$ cat src/rtl/rx_err_pkg.sv
package rx_err_pkg;
  localparam int NUM_ERR   = 7;
  localparam int ADDR_W    = 2;
  localparam int BIT_PAR   = 0;
  localparam int BIT_BIP   = 1;
  localparam int BIT_CONF  = 2;
  localparam int BIT_VALID = 3;
  localparam int BIT_UNL   = 4;
  localparam int BIT_CSCRC = 5;
  localparam int BIT_QCRC  = 6;

  localparam logic [NUM_ERR-1:0] ACTION_CLASS =
    NUM_ERR'((1 << BIT_PAR) | (1 << BIT_BIP) | (1 << BIT_CONF) | (1 << BIT_VALID) | (1 << BIT_UNL));
  localparam logic [NUM_ERR-1:0] HW_BASE_MASK =
    NUM_ERR'((1 << BIT_PAR) | (1 << BIT_BIP) | (1 << BIT_CONF) | (1 << BIT_UNL));

  localparam logic [ADDR_W-1:0] ADDR_STATUS = 2'd0;
  localparam logic [ADDR_W-1:0] ADDR_MASK   = 2'd1;
  localparam logic [ADDR_W-1:0] ADDR_HOLD   = 2'd2;

  typedef enum logic [1:0] {
    HOLD_REPEAT = 2'd0,
    HOLD_ZERO   = 2'd1,
    HOLD_PASS   = 2'd2,
    HOLD_PASS2  = 2'd3
  } holdMode_e;

  typedef struct packed {
    logic frameGo;
    logic useHeld;
    logic useZero;
    logic saveGood;
  } dpStb_t;
endpackage

$ cat src/rtl/rx_err_ctrl.sv
module rx_err_ctrl
  import rx_err_pkg::*;
#(
  parameter int REG_W = 8
) (
  input  logic                 clk,
  input  logic                 rstN,
  input  logic                 hwStrap,
  input  logic                 validStrap,
  input  logic                 frameStb,
  input  logic                 parErr,
  input  logic                 bipErr,
  input  logic                 unlockErr,
  input  logic                 validBit,
  input  logic                 csCrcErr,
  input  logic                 qCrcErr,
  input  logic [ADDR_W-1:0]    regAddr,
  input  logic                 regWr,
  input  logic                 regRd,
  input  logic [REG_W-1:0]     regWdata,
  output logic [REG_W-1:0]     regRdata,
  output logic                 errPulse,
  output logic                 irq,
  output dpStb_t               dpStb
);
  localparam int HOLD_W = 2;

  logic                 hwModeQ;
  logic                 validInclQ;
  logic [NUM_ERR-1:0]   statusQ;
  logic [NUM_ERR-1:0]   maskQ;
  holdMode_e            holdQ;
  logic [NUM_ERR-1:0]   errVec;
  logic [NUM_ERR-1:0]   effMask;
  logic [NUM_ERR-1:0]   hitVec;
  logic [NUM_ERR-1:0]   actVec;
  logic                 statusClr;
  holdMode_e            holdSel;

  // Straps follow their pins while reset is held and freeze afterwards.
  always_ff @(posedge clk) begin
    if (!rstN) begin
      hwModeQ    <= hwStrap;
      validInclQ <= validStrap;
    end
  end

  always_comb begin
    errVec            = '0;
    errVec[BIT_PAR]   = parErr;
    errVec[BIT_BIP]   = bipErr;
    errVec[BIT_CONF]  = unlockErr | bipErr;
    errVec[BIT_VALID] = validBit;
    errVec[BIT_UNL]   = unlockErr;
    errVec[BIT_CSCRC] = csCrcErr;
    errVec[BIT_QCRC]  = qCrcErr;
  end

  always_comb begin
    effMask = maskQ;
    if (hwModeQ) begin
      effMask = HW_BASE_MASK;
      effMask[BIT_VALID] = validInclQ;
    end
  end

  assign hitVec    = frameStb ? (errVec & effMask) : '0;
  assign actVec    = hitVec & ACTION_CLASS;
  assign holdSel   = hwModeQ ? HOLD_REPEAT : holdQ;
  assign statusClr = regRd && (regAddr == ADDR_STATUS);

  always_comb begin
    dpStb.frameGo  = frameStb;
    dpStb.useHeld  = (|actVec) && (holdSel == HOLD_REPEAT);
    dpStb.useZero  = (|actVec) && (holdSel == HOLD_ZERO);
    dpStb.saveGood = frameStb && !(|actVec);
  end

  // Sticky status bits: a new hit outranks the clear of the same edge.
  for (genvar i = 0; i < NUM_ERR; i++) begin : g_status
    always_ff @(posedge clk or negedge rstN) begin
      if (!rstN)          statusQ[i] <= 1'b0;
      else if (hitVec[i]) statusQ[i] <= 1'b1;
      else if (statusClr) statusQ[i] <= 1'b0;
    end

    assert_sticky_bit_R3: assert property (@(posedge clk) disable iff (!rstN)
      (statusQ[i] && !statusClr) |=> statusQ[i]);
  end

  always_ff @(posedge clk or negedge rstN) begin
    if (!rstN) begin
      maskQ    <= '0;
      holdQ    <= HOLD_REPEAT;
      regRdata <= '0;
      errPulse <= 1'b0;
    end else begin
      errPulse <= |hitVec;
      if (regWr) begin
        unique case (regAddr)
          ADDR_MASK: maskQ <= regWdata[NUM_ERR-1:0];
          ADDR_HOLD: holdQ <= holdMode_e'(regWdata[HOLD_W-1:0]);
          default:   ;
        endcase
      end
      if (regRd) begin
        unique case (regAddr)
          ADDR_STATUS: regRdata <= REG_W'(statusQ);
          ADDR_MASK:   regRdata <= REG_W'(maskQ);
          ADDR_HOLD:   regRdata <= REG_W'(holdQ);
          default:     regRdata <= '0;
        endcase
      end
    end
  end

  assign irq = |(statusQ & effMask);

  assert_pulse_from_frame_R5: assert property (@(posedge clk) disable iff (!rstN)
    errPulse |-> $past(frameStb));

  assert_irq_rise_cause_R6: assert property (@(posedge clk) disable iff (!rstN)
    $rose(irq) |-> ($past(frameStb) || $past(regWr)));

  assert_one_action_R7: assert property (@(posedge clk) disable iff (!rstN)
    $onehot0({dpStb.useHeld, dpStb.useZero}));

  assert_crc_no_action_R8: assert property (@(posedge clk) disable iff (!rstN)
    (frameStb && !parErr && !bipErr && !unlockErr && !validBit)
      |-> (!dpStb.useHeld && !dpStb.useZero && dpStb.saveGood));
endmodule

$ cat src/rtl/rx_err_datapath.sv
module rx_err_datapath
  import rx_err_pkg::*;
#(
  parameter int SAMPLE_W = 24
) (
  input  logic                clk,
  input  logic                rstN,
  input  dpStb_t              dpStb,
  input  logic [SAMPLE_W-1:0] sampleIn,
  output logic [SAMPLE_W-1:0] sampleOut,
  output logic                sampleOutValid
);
  logic [SAMPLE_W-1:0] prevGood;

  always_ff @(posedge clk or negedge rstN) begin
    if (!rstN) begin
      prevGood       <= '0;
      sampleOut      <= '0;
      sampleOutValid <= 1'b0;
    end else begin
      sampleOutValid <= dpStb.frameGo;
      if (dpStb.frameGo) begin
        if (dpStb.useHeld)      sampleOut <= prevGood;
        else if (dpStb.useZero) sampleOut <= '0;
        else                    sampleOut <= sampleIn;
      end
      if (dpStb.saveGood) prevGood <= sampleIn;
    end
  end

  assert_saved_matches_out_R9: assert property (@(posedge clk) disable iff (!rstN)
    dpStb.saveGood |=> (sampleOut == prevGood));

  assert_strobes_need_frame_R11: assert property (@(posedge clk) disable iff (!rstN)
    (dpStb.useHeld || dpStb.useZero || dpStb.saveGood) |-> dpStb.frameGo);
endmodule

$ cat src/rtl/rx_err_logger.sv
module rx_err_logger
  import rx_err_pkg::*;
#(
  parameter int SAMPLE_W = 24,
  parameter int REG_W    = 8
) (
  input  logic                clk,
  input  logic                rstN,
  input  logic                hwStrap,
  input  logic                validStrap,
  input  logic                frameStb,
  input  logic [SAMPLE_W-1:0] sampleIn,
  input  logic                parErr,
  input  logic                bipErr,
  input  logic                unlockErr,
  input  logic                validBit,
  input  logic                csCrcErr,
  input  logic                qCrcErr,
  input  logic [1:0]          regAddr,
  input  logic                regWr,
  input  logic                regRd,
  input  logic [REG_W-1:0]    regWdata,
  output logic [REG_W-1:0]    regRdata,
  output logic [SAMPLE_W-1:0] sampleOut,
  output logic                sampleOutValid,
  output logic                errPulse,
  output logic                irq
);
  dpStb_t dpStb;

  rx_err_ctrl #(.REG_W(REG_W)) uCtrl (
    .clk(clk), .rstN(rstN), .hwStrap(hwStrap), .validStrap(validStrap),
    .frameStb(frameStb), .parErr(parErr), .bipErr(bipErr),
    .unlockErr(unlockErr), .validBit(validBit), .csCrcErr(csCrcErr),
    .qCrcErr(qCrcErr), .regAddr(regAddr), .regWr(regWr), .regRd(regRd),
    .regWdata(regWdata), .regRdata(regRdata), .errPulse(errPulse),
    .irq(irq), .dpStb(dpStb)
  );

  rx_err_datapath #(.SAMPLE_W(SAMPLE_W)) uData (
    .clk(clk), .rstN(rstN), .dpStb(dpStb), .sampleIn(sampleIn),
    .sampleOut(sampleOut), .sampleOutValid(sampleOutValid)
  );
endmodule

$ cat config.mk
export PLATFORM = sky130hd
export DESIGN_NAME = rx_err_logger
export DESIGN_NICKNAME = d
export VERILOG_FILES = /design/src/rtl/rx_err_pkg.sv /design/src/rtl/rx_err_ctrl.sv /design/src/rtl/rx_err_datapath.sv /design/src/rtl/rx_err_logger.sv
export SDC_FILE = /design/constraint.sdc
export NUM_CORES = 1
export LEC_CHECK = 0
export ABC_AREA = 1
export BUFFER_PORTS_ARGS = -buffer_cell sky130_fd_sc_hd__buf_4
export CORE_UTILIZATION = 40
export CTS_CLUSTER_DIAMETER = 30
export DETAILED_ROUTE_END_ITERATION = 10
export GPL_ROUTABILITY_DRIVEN = 0
export HOLD_SLACK_MARGIN = 0.1
export PLACE_DENSITY = 0.66
export SLEW_MARGIN = 20
export SYNTH_ARGS = -nofsm -noshare
export SYNTH_HDL_FRONTEND = slang
export SYNTH_SLANG_ARGS = --single-unit
$ cat constraint.sdc
create_clock -name clk -period 1.65 [get_ports clk]
set_input_delay 0.0825 -clock clk [delete_from_list [all_inputs] [get_ports clk]]
set_output_delay 0.0825 -clock clk [all_outputs]
set_load 0.05 [all_outputs]
# Yosys cells after proc, flatten, opt, wreduce, memory -nomap -nowiden
# Index checks and enable logic that the tools add are counted.
[totals] reg_bits=76 latch_bits=0 ram_bits=0 romBits=0 input_bits=47 output_inout_bits=35 word_cells=55 mem_count=0
[classes] addsub=0 n_mul=0 n_div=0 n_lt_le_gt_ge=0 eq_ne=3 shifts=0 mux=14 n_bitwise=3 n_reduce_logical=19
[ops] op="$mux 24" n=2
[ops] op="$pmux 7 s3" n=1
[ops] op="$and 7x7->7" n=2
[ops] op="$mux 7" n=2
[ops] op="$reduce_bool 2->1" n=7
[ops] op="$reduce_or 7->1" n=2
[ops] op="$mux 1" n=8
[ops] op="$reduce_or 5->1" n=1
[ops] op="$eq 2x1->1 const B" n=2
[ops] op="$logic_and 1x1->1" n=4
[ops] op="$logic_not 2->1" n=2
[ops] op="$reduce_and 2->1" n=2
[ops] op="$eq 2x2->1 const B" n=1
[ops] op="$mux 2" n=1
[ops] op="$logic_not 1->1" n=1
[ops] op="$or 1x1->1" n=1

# Logic depth before layout (Yosys ltp)
# Gate-level depths: netlist (run 1).
[logic_depth] ltp_word=7 ltp_mapped=12

# Hierarchy
# From an unflattened synthesis (run 1), not the netlist that was laid out.
[unflattened] hier_cells=392 hier_area_um2=3438.3
[by_module_without_submodules] module="rx_err_datapath" instances=1 cells_per_inst=234 area_each_um2=2163.3
[by_module_without_submodules] module="rx_err_ctrl" instances=1 cells_per_inst=158 area_each_um2=1275.0

# Worst setup path after synthesis (run 1)
# No wires, ideal clock.
[synth_timing] path_kind="register to register" from="reg uCtrl.hwModeQ" to="reg uData.sampleOut[10]" setup_ns=0.118 t_arrival_ns=1.411 path_slack_ns=0.121 path_stages_with_launch=12 path_buffers=1 path_cell_list="edfxtp_1 > inv_2 > nand2_1 > nand2_1 > nand2_1 > nor2_2 > nand2_4 > nand2_2 > buf_2 > nand2_1 > nand2_1 > nand2_1"
[synth_via] elab_chain_len=7
[synth_lines] item="start: declaration" line_no="rx_err_ctrl.sv:28" text="logic hwModeQ;"
[synth_lines] item="start signal: assignment" line_no="rx_err_ctrl.sv:43" text="hwModeQ <= hwStrap;"
[synth_lines] item="$mux 7" line_no="rx_err_ctrl.sv:61" text="if (hwModeQ) begin"
[synth_lines] item="$and 7x7->7" line_no="rx_err_ctrl.sv:67" text="assign hitVec = frameStb ? (errVec & effMask) : '0;"
[synth_lines] item="$mux 7" line_no="rx_err_ctrl.sv:67"
[synth_lines] item="$reduce_or 5->1" line_no="rx_err_ctrl.sv:74, rx_err_ctrl.sv:75"
[synth_lines] item="$logic_and 1x1->1" line_no="rx_err_ctrl.sv:75" text="dpStb.useZero = (|actVec) && (holdSel == HOLD_ZERO);"
[synth_lines] item="$mux 24" line_no="rx_err_datapath.sv:24" text="else if (dpStb.useZero) sampleOut <= '0;"
[synth_lines] item="$mux 24 *" line_no="rx_err_datapath.sv:23" text="if (dpStb.useHeld) sampleOut <= prevGood;"
[synth_lines] item="end signal: assignment" line_no="rx_err_datapath.sv:23"
[synth_lines] item="end signal: assignment" line_no="rx_err_datapath.sv:25" text="else sampleOut <= sampleIn;"
[synth_lines] item="end: declaration" line_no="rx_err_datapath.sv:10" text="output logic [SAMPLE_W-1:0] sampleOut,"
# Mark *: on every way between the ends. The rest lies on a longest branch, timed or not.
# A chain may end at the register's enable or synchronous reset.

# Worst setup path in the final report (run 1)
[layout_timing] from="reg uCtrl.hwModeQ" to="out irq"
[layout_via] elab_chain_len=3
[layout_lines] item="$mux 7" line_no="rx_err_ctrl.sv:61"
[layout_lines] item="$and 7x7->7" line_no="rx_err_ctrl.sv:117" text="assign irq = |(statusQ & effMask);"
[layout_lines] item="$reduce_or 7->1" line_no="rx_err_ctrl.sv:117"
[layout_lines] item="end: declaration" line_no="rx_err_logger.sv:27" text="output logic irq"
# No other way between the ends.

==> results of run 1 <==
-- flip-flops by register name, indices dropped and copies added, names as in the netlist --
register and count:
uCtrl.holdQ 2, uData.sampleOut 24, uCtrl.validInclQ 1, uCtrl.errPulse 1, uCtrl.hwModeQ 1, uCtrl.statusQ 7, uData.prevGood 24, uCtrl.regRdata 7
uData.sampleOutValid 1, uCtrl.maskQ 7
-- cell usage in the layout, fill, tap and decap left out, types with 3 or more instances in the layout --
cell type and n:
a21oi_1 4, buf_12 7, buf_4 93, buf_6 6
buf_8 3, clkbuf_16 3, clkbuf_8 9, dfrtp_1 73
dlygate4sd3_1 41, inv_1 67, mux2_2 3, nand2_1 171
nand2_2 32, nand2_4 11, nand3_1 14, nand3_2 17
nor2_1 7, nor2_4 4, o211ai_1 3, o21ai_0 8
o21ai_1 10, o21ai_2 15
-- cell usage after synthesis (3+ instances only) --
cell type / number
buf_2: 7
o21ai_1: 17
inv_1: 68
buf_6: 3
nor2_1: 10
dfrtp_1: 73
nand2_2: 3
buf_4: 3
clkbuf_1: 5
nand3_1: 31
a21oi_1: 4
o211ai_1: 3
mux2_2: 3
nand2_1: 211
o21ai_0: 16
-- worst max-delay path: cells and delay by family, from the launching register on --
family	cells	cell delay (ns)
flops	1	0.44
buf+inv	3	0.48
simple gates	2	0.25
compound gates	2	0.21
-- cell families after synthesis --
logic type             Yosys count
AO/OA/AOI/OAI                   47
flip-flops                      75
buffers and inverters           90
multiplexers                     3
other                            1
AND/OR/NAND/NOR                260
-- final cells by class --
cell class / instances / area share, %
repair buffers: 155 / 26.2
well taps: 108 / 2.37
inverters: 70 / 4.75
multi-input cells: 311 / 29.7
flip-flops and latches: 75 / 33.2
clock inverters: 7 / 1.63
clock buffers: 9 / 2.18
-- stage by stage --
stage,setup TNS [ns],area (sq um),setup WS [ns],cells
2_1_floorplan,0,3620,0.121,476
3_3_place_gp,0,4430,0.0464,659
3_5_place_dp,0,4430,0.00964,659
4_1_cts,-2.25,5380,-0.103,733
5_1_grt,-8.86,5690,-0.251,735
6_report,-3.00,5690,-0.162,735
-- power by group --
part           switching (mW)  total [mW]  internal (mW)
clock                   0.695        1.54          0.846
combinational            1.61        2.62           1.01
sequential              0.193        2.42           2.23
-- path summary, 6_finish.rpt --
path | endpoint | slack [ns] | depth (start not counted)
min | uCtrl.statusQ[3] | 0.11 | 5
max reg2reg | uData.sampleOut[13] | -0.11 | 13
min in group asynchronous | uData.sampleOutValid | 0.19 | 2
max in group asynchronous | uData.sampleOut[15] | 0.88 | 3
min reg2reg | uData.sampleOut[18] | 0.47 | 2
max | irq | -0.16 | 7
-- metal layers --
metal | up-vias | GRT usage, % | share of wire [%]
li1 | 1748 | - | -
met1 | 1705 | 29.1 | 44
met2 | 137 | 35.8 | 48
met3 | 29 | 3.02 | 5.6
met4 | 0 | 7.81 | 2.5
met5 | - | 0 | 0
-- repair_timing --
| action | 4_1_cts | 5_1_grt |
|---|---|---|
| gates cloned | 4 | 3 |
| endpoints found under the setup margin | 17 | 49 |
| setup buffers | 13 | 3 |
| pin swaps | 2 | 28 |
| resized for setup | 35 | 85 |
| hold endpoints to repair | 140 | 0 |
| hold buffers | 41 | 0 |
==> flow_summary_export.csv, run 1 <==
group,metric,value,unit
outcome,status,"complete, but fails checks",
outcome,violations,"negative setup slack",
timing,finalSetupViolCount,44,
synth,synth_seq_area_share,52.1,%
final_layout,final-seq-area,1890,sq um
synth,syn_nets,523,
worst_setup_path,r2r-start,"uCtrl.hwModeQ",
synth,synth_top_area_share,50.5,%
synth,synth-simple-area-share,28.9,%
drt,wl_per_cell,13.8,microns
synth,synthMuxAreaShare,0.934,%
worst_setup_path,start_kind,"flop",
drt,drt_wl_total,10100,microns
final_layout,multi_input_area,1690,sq um
worst_setup_path,cp_common_cell,"buf_4",
global_routing,grt_util_all_layers,21.7,%
floorplanning,start_util,41.5,%
power,p_per_area,1160,nW/um^2
synth,yosysUniqueCellTypes,28,
clock_tree,clk_path_buf_depth,2,
synth,synth_top_family_by_area,"simple AND/OR/NAND/NOR gates",
synth,synth_edf_count,2,
clock_tree,clock-sinks,75,
worst_setup_path,crit_path_top_delay_cell,"edfxtp_1",
timing,holdWs,0.112,ns
floorplanning,ios,82,
worst_setup_path,critical_path_arrival,1.73,ns
power,p_leak,3.09,nW
place,hpwl,5920,microns
drt,firstDrtPassIters,5,
final_layout,drive_gt1_share,34.9,%
synth,avgSynthCellArea,7.60,sq um
synth,async_flop_share,97.3,%
power,fin_total_pwr,6.59,mW
worst_setup_path,cp_slowest_stage_delay,0.44,ns
floorplanning,fp.dieW,97.1,microns
drt,vias,3619,
timing,fin_skew,0.00930,ns
final_layout,diodes,0,
synth,synth_area,3620,sq um
global_routing,antenna_found_initial,0,
synth,synth_cells,476,
hold_path,hp-start,"validBit",
clock_tree,clk_latency,0.35,ns
clock_tree,cts_tree,"done",
run,cap_violations,0,
global_routing,grt_max_degree,49,
synth,yosysWarnings,0,
drt,viasPerCell,4.92,
final_layout,fill_cells,697,
final_layout,area_growth,57.3,%
final_layout,nets,669,
synth,synth_compound_area_share,7.43,%
clock_tree,numCtsBuffers,9,
floorplanning,die_area,9430,sq um
drt,drt_iter0_drc,131,
worst_setup_path,worstSetupPathType,"reg2out",
worst_setup_path,crit_fanout,3,
hold_path,hp-class,"in2reg",
worst_setup_path,required,1.57,ns
clock_tree,path_clk_slew,0.08,ns
synth,synthTopCellsByArea,"dfrtp_1 50%, nand2_1 22%, inv_1 7.1%, nand3_1 4.3%, o21ai_1 2.4%",
global_routing,overflow,0,
final_layout,postLayoutCoreUtil,65.3,%
place,port_buffers,79,
synth,synth_fa_ha_area_share,0,%
timing,fmax,0.552,GHz
global_routing,grt_pass1_wl,16500,microns
synth,ys_ff_latch,75,
global_routing,grt_pass1_vias,3548,
timing,slew_viol_final,0,
worst_setup_path,crit_start,"uCtrl.hwModeQ",
power,ir_worst_vdd,0.468,mV
synth,synth-xor-area-share,0,%
timing,finalWorstSetupSlack,-0.162,ns
clock_tree,htree_num_levels,3,
timing,rsz0062_at_grt,"true",
clock_tree,cts_root_buf,"clkbuf_8",
floorplanning,rows,34,
synth,synth_ff_type,"dfrtp_1",
drt,drc,0,
drt,postRouteAntennaNets,0,
floorplanning,die_h,97.1,microns
worst_setup_path,cp_cell_sequence,"buf_4 > nor2_4 > buf_4 > o22ai_2 > a211oi_2 > nand4_1 > buf_6",
timing,period_share,110,%
floorplanning,core_area,8720,sq um
timing,period_needed,1.81,ns
synth,synth_top_area_cell,"dfrtp_1",
worst_setup_path,endpoint_kind,"output pin",
timing,timing.final.hold_violations,0,
Power figures use the tool's default switching activity.
==> run 2, diff against run 1 <==
Settings changed: CORE_ASPECT_RATIO from default to 1.25.
==> flow_summary_export.csv, run 2 (synthesized netlist as in run 1, its figures left out) <==
group,metric,value,unit
drt,drt_iter0_drc,170,
place,port_buffers,79,
clock_tree,clk_latency,0.35,ns
timing,finalSetupViolCount,49,
worst_setup_path,required,1.92,ns
power,p_leak,2.92,nW
worst_setup_path,cp_cell_sequence,"inv_2 > buf_6 > nand2_2 > nand2_2 > nand2_2 > nor2_4 > nand2_8 > nor2_4 > buf_12 > nand2_1 > o21ai_1",
worst_setup_path,crit_buf_inv,3,
worst_setup_path,endpoint_kind,"flop",
final_layout,multi_input_area,1480,sq um
worst_setup_path,start_kind,"flop",
worst_setup_path,critical-path-top-delay-family,"simple AND/OR/NAND/NOR gates",
timing,slew_viol_final,0,
final_layout,drive_gt1_share,25.0,%
final_layout,reg_top3,"uData.prevGood: 24 flops, uData.sampleOut: 24 flops",
drt,wl_per_cell,13.4,microns
power,ir_worst_vdd,0.555,mV
timing,rsz0062_at_grt,"true",
worst_setup_path,crit_path_top_delay_cell,"edfxtp_1",
global_routing,antenna_found_initial,0,
worst_setup_path,cp_slowest_stage_delay,0.47,ns
clock_tree,htree_num_levels,3,
place,hpwl,6110,microns
clock_tree,numCtsBuffers,9,
final_layout,area_growth,47.8,%
hold_path,hp-class,"in2reg",
drt,firstDrtPassIters,4,
floorplanning,start_util,41.4,%
global_routing,grt_pass1_vias,3507,
final_layout,final-seq-area,1890,sq um
timing,fmax,0.551,GHz
worst_setup_path,crit_fanout,28,
drt,viasPerCell,4.79,
drt,postRouteAntennaNets,0,
timing,fin_skew,0.00634,ns
global_routing,overflow,0,
drt,drc,0,
power,p_per_area,1160,nW/um^2
clock_tree,cts_tree,"done",
run,cap_violations,0,
clock_tree,path_clk_slew,0.08,ns
final_layout,layout_commonest_cell,"nand2_1",
worst_setup_path,critical_path_arrival,2.08,ns
floorplanning,die_h,108,microns
drt,drt_wl_total,9930,microns
global_routing,grt_pass1_wl,15700,microns
floorplanning,rows,38,
final_layout,diodes,0,
final_layout,postLayoutCoreUtil,61.1,%
floorplanning,fp.dieW,87.1,microns
outcome,violations,"negative setup slack",
timing,period_share,110,%
global_routing,grt_util_all_layers,21.8,%
timing,timing.final.hold_violations,0,
worst_setup_path,worstSetupPathType,"reg2reg",
outcome,status,"complete, but fails checks",
clock_tree,clk_path_buf_depth,2,
clock_tree,clock-sinks,75,
place,place_ws,0.00777,ns
floorplanning,ios,82,
timing,period_needed,1.81,ns
floorplanning,die_area,9430,sq um
final_layout,fill_cells,783,
final_layout,nets,662,
global_routing,grt_max_degree,74,
floorplanning,core_area,8750,sq um
timing,finalWorstSetupSlack,-0.164,ns
clock_tree,cts_root_buf,"clkbuf_8",
final_layout,final_cell_mix,"198 x nand2_1, 90 x buf_4, 73 x dfrtp_1",
drt,vias,3544,
worst_setup_path,cp_common_cell,"nand2_2",
## run 2: cell count changes in the layout (fill, tap and decap cells not counted), sizes merged
| cell | change |
|---|---|
| bufinv | -1 |
| dlygate4sd3 | +2 |
| buf | -9 |
| clkinvlp | -1 |
| clkinv | +1 |
| clkbuf | +1 |
## run 2: per-layer routing
metal	global-route usage (%)	vias up	share of wire (%)
met5	0	-	0
met4	9.52	0	2.4
met3	4.43	22	4.3
met2	37.6	105	51
met1	26.1	1690	43
li1	-	1727	-
## run 2: per-stage QoR
stage / std cells / hold slack (ns) / total power [mW] / instance area [sq um] / setup TNS (ns)
6_report: 740 / 0.114 / 6.18 / 5350 / -3.97
4_1_cts: 734 / 0.108 / 6.08 / 5110 / -2.93
3_5_place_dp: 671 / 0.177 / 4.55 / 4440 / 0
3_3_place_gp: 671 / 0.176 / 4.50 / 4440 / 0
5_1_grt: 740 / 0.131 / 6.56 / 5350 / -9.41
2_1_floorplan: 476 / -0.213 / 3.81 / 3620 / 0
## run 2: worst register-to-register path: cells and delay by family, from the launching register on
kind	cells	cell delay, ns
simple gates	7	0.72
flops	1	0.47
buf+inv	3	0.42
compound gates	1	0.11
## run 2: power by group
group          switching (mW)  internal, mW  leakage, nW
combinational            1.48         0.885         1.93
sequential              0.191          2.23        0.897
clock                   0.701         0.687       0.0935
## run 2: timing repair
| item | in CTS | in global routing |
|---|---|---|
| endpoints found under the setup margin | 2 | 49 |
| pin swaps | 3 | 9 |
| hold endpoints to repair | 139 | 0 |
| hold buffers | 43 | 0 |
| buffers inserted | 4 | 4 |
| cloned | 0 | 4 |
| gates resized for setup | 5 | 35 |
## run 2: path summary, 6_finish.rpt
check / start / end / slack, ns / cells past startpoint
max: uCtrl.hwModeQ / uData.prevGood[12] / -0.16 / 11
min: validBit / uCtrl.statusQ[3] / 0.11 / 5
max reg2reg: uCtrl.hwModeQ / uData.prevGood[12] / -0.16 / 11
min reg2reg: uData.sampleOut[18] / uData.sampleOut[18] / 0.48 / 2
max in group asynchronous: rstN / uData.sampleOut[18] / 1.00 / 3
min in group asynchronous: rstN / uData.sampleOut[8] / 0.31 / 3
## run 2: layout make-up
type                    count  area share, %
well taps                 120           2.81
clock inverters             6           1.05
repair buffers            148           25.8
clock buffers              10           2.39
inverters                  70           4.91
flip-flops and latches     75           35.3
multi-input cells         311           27.7
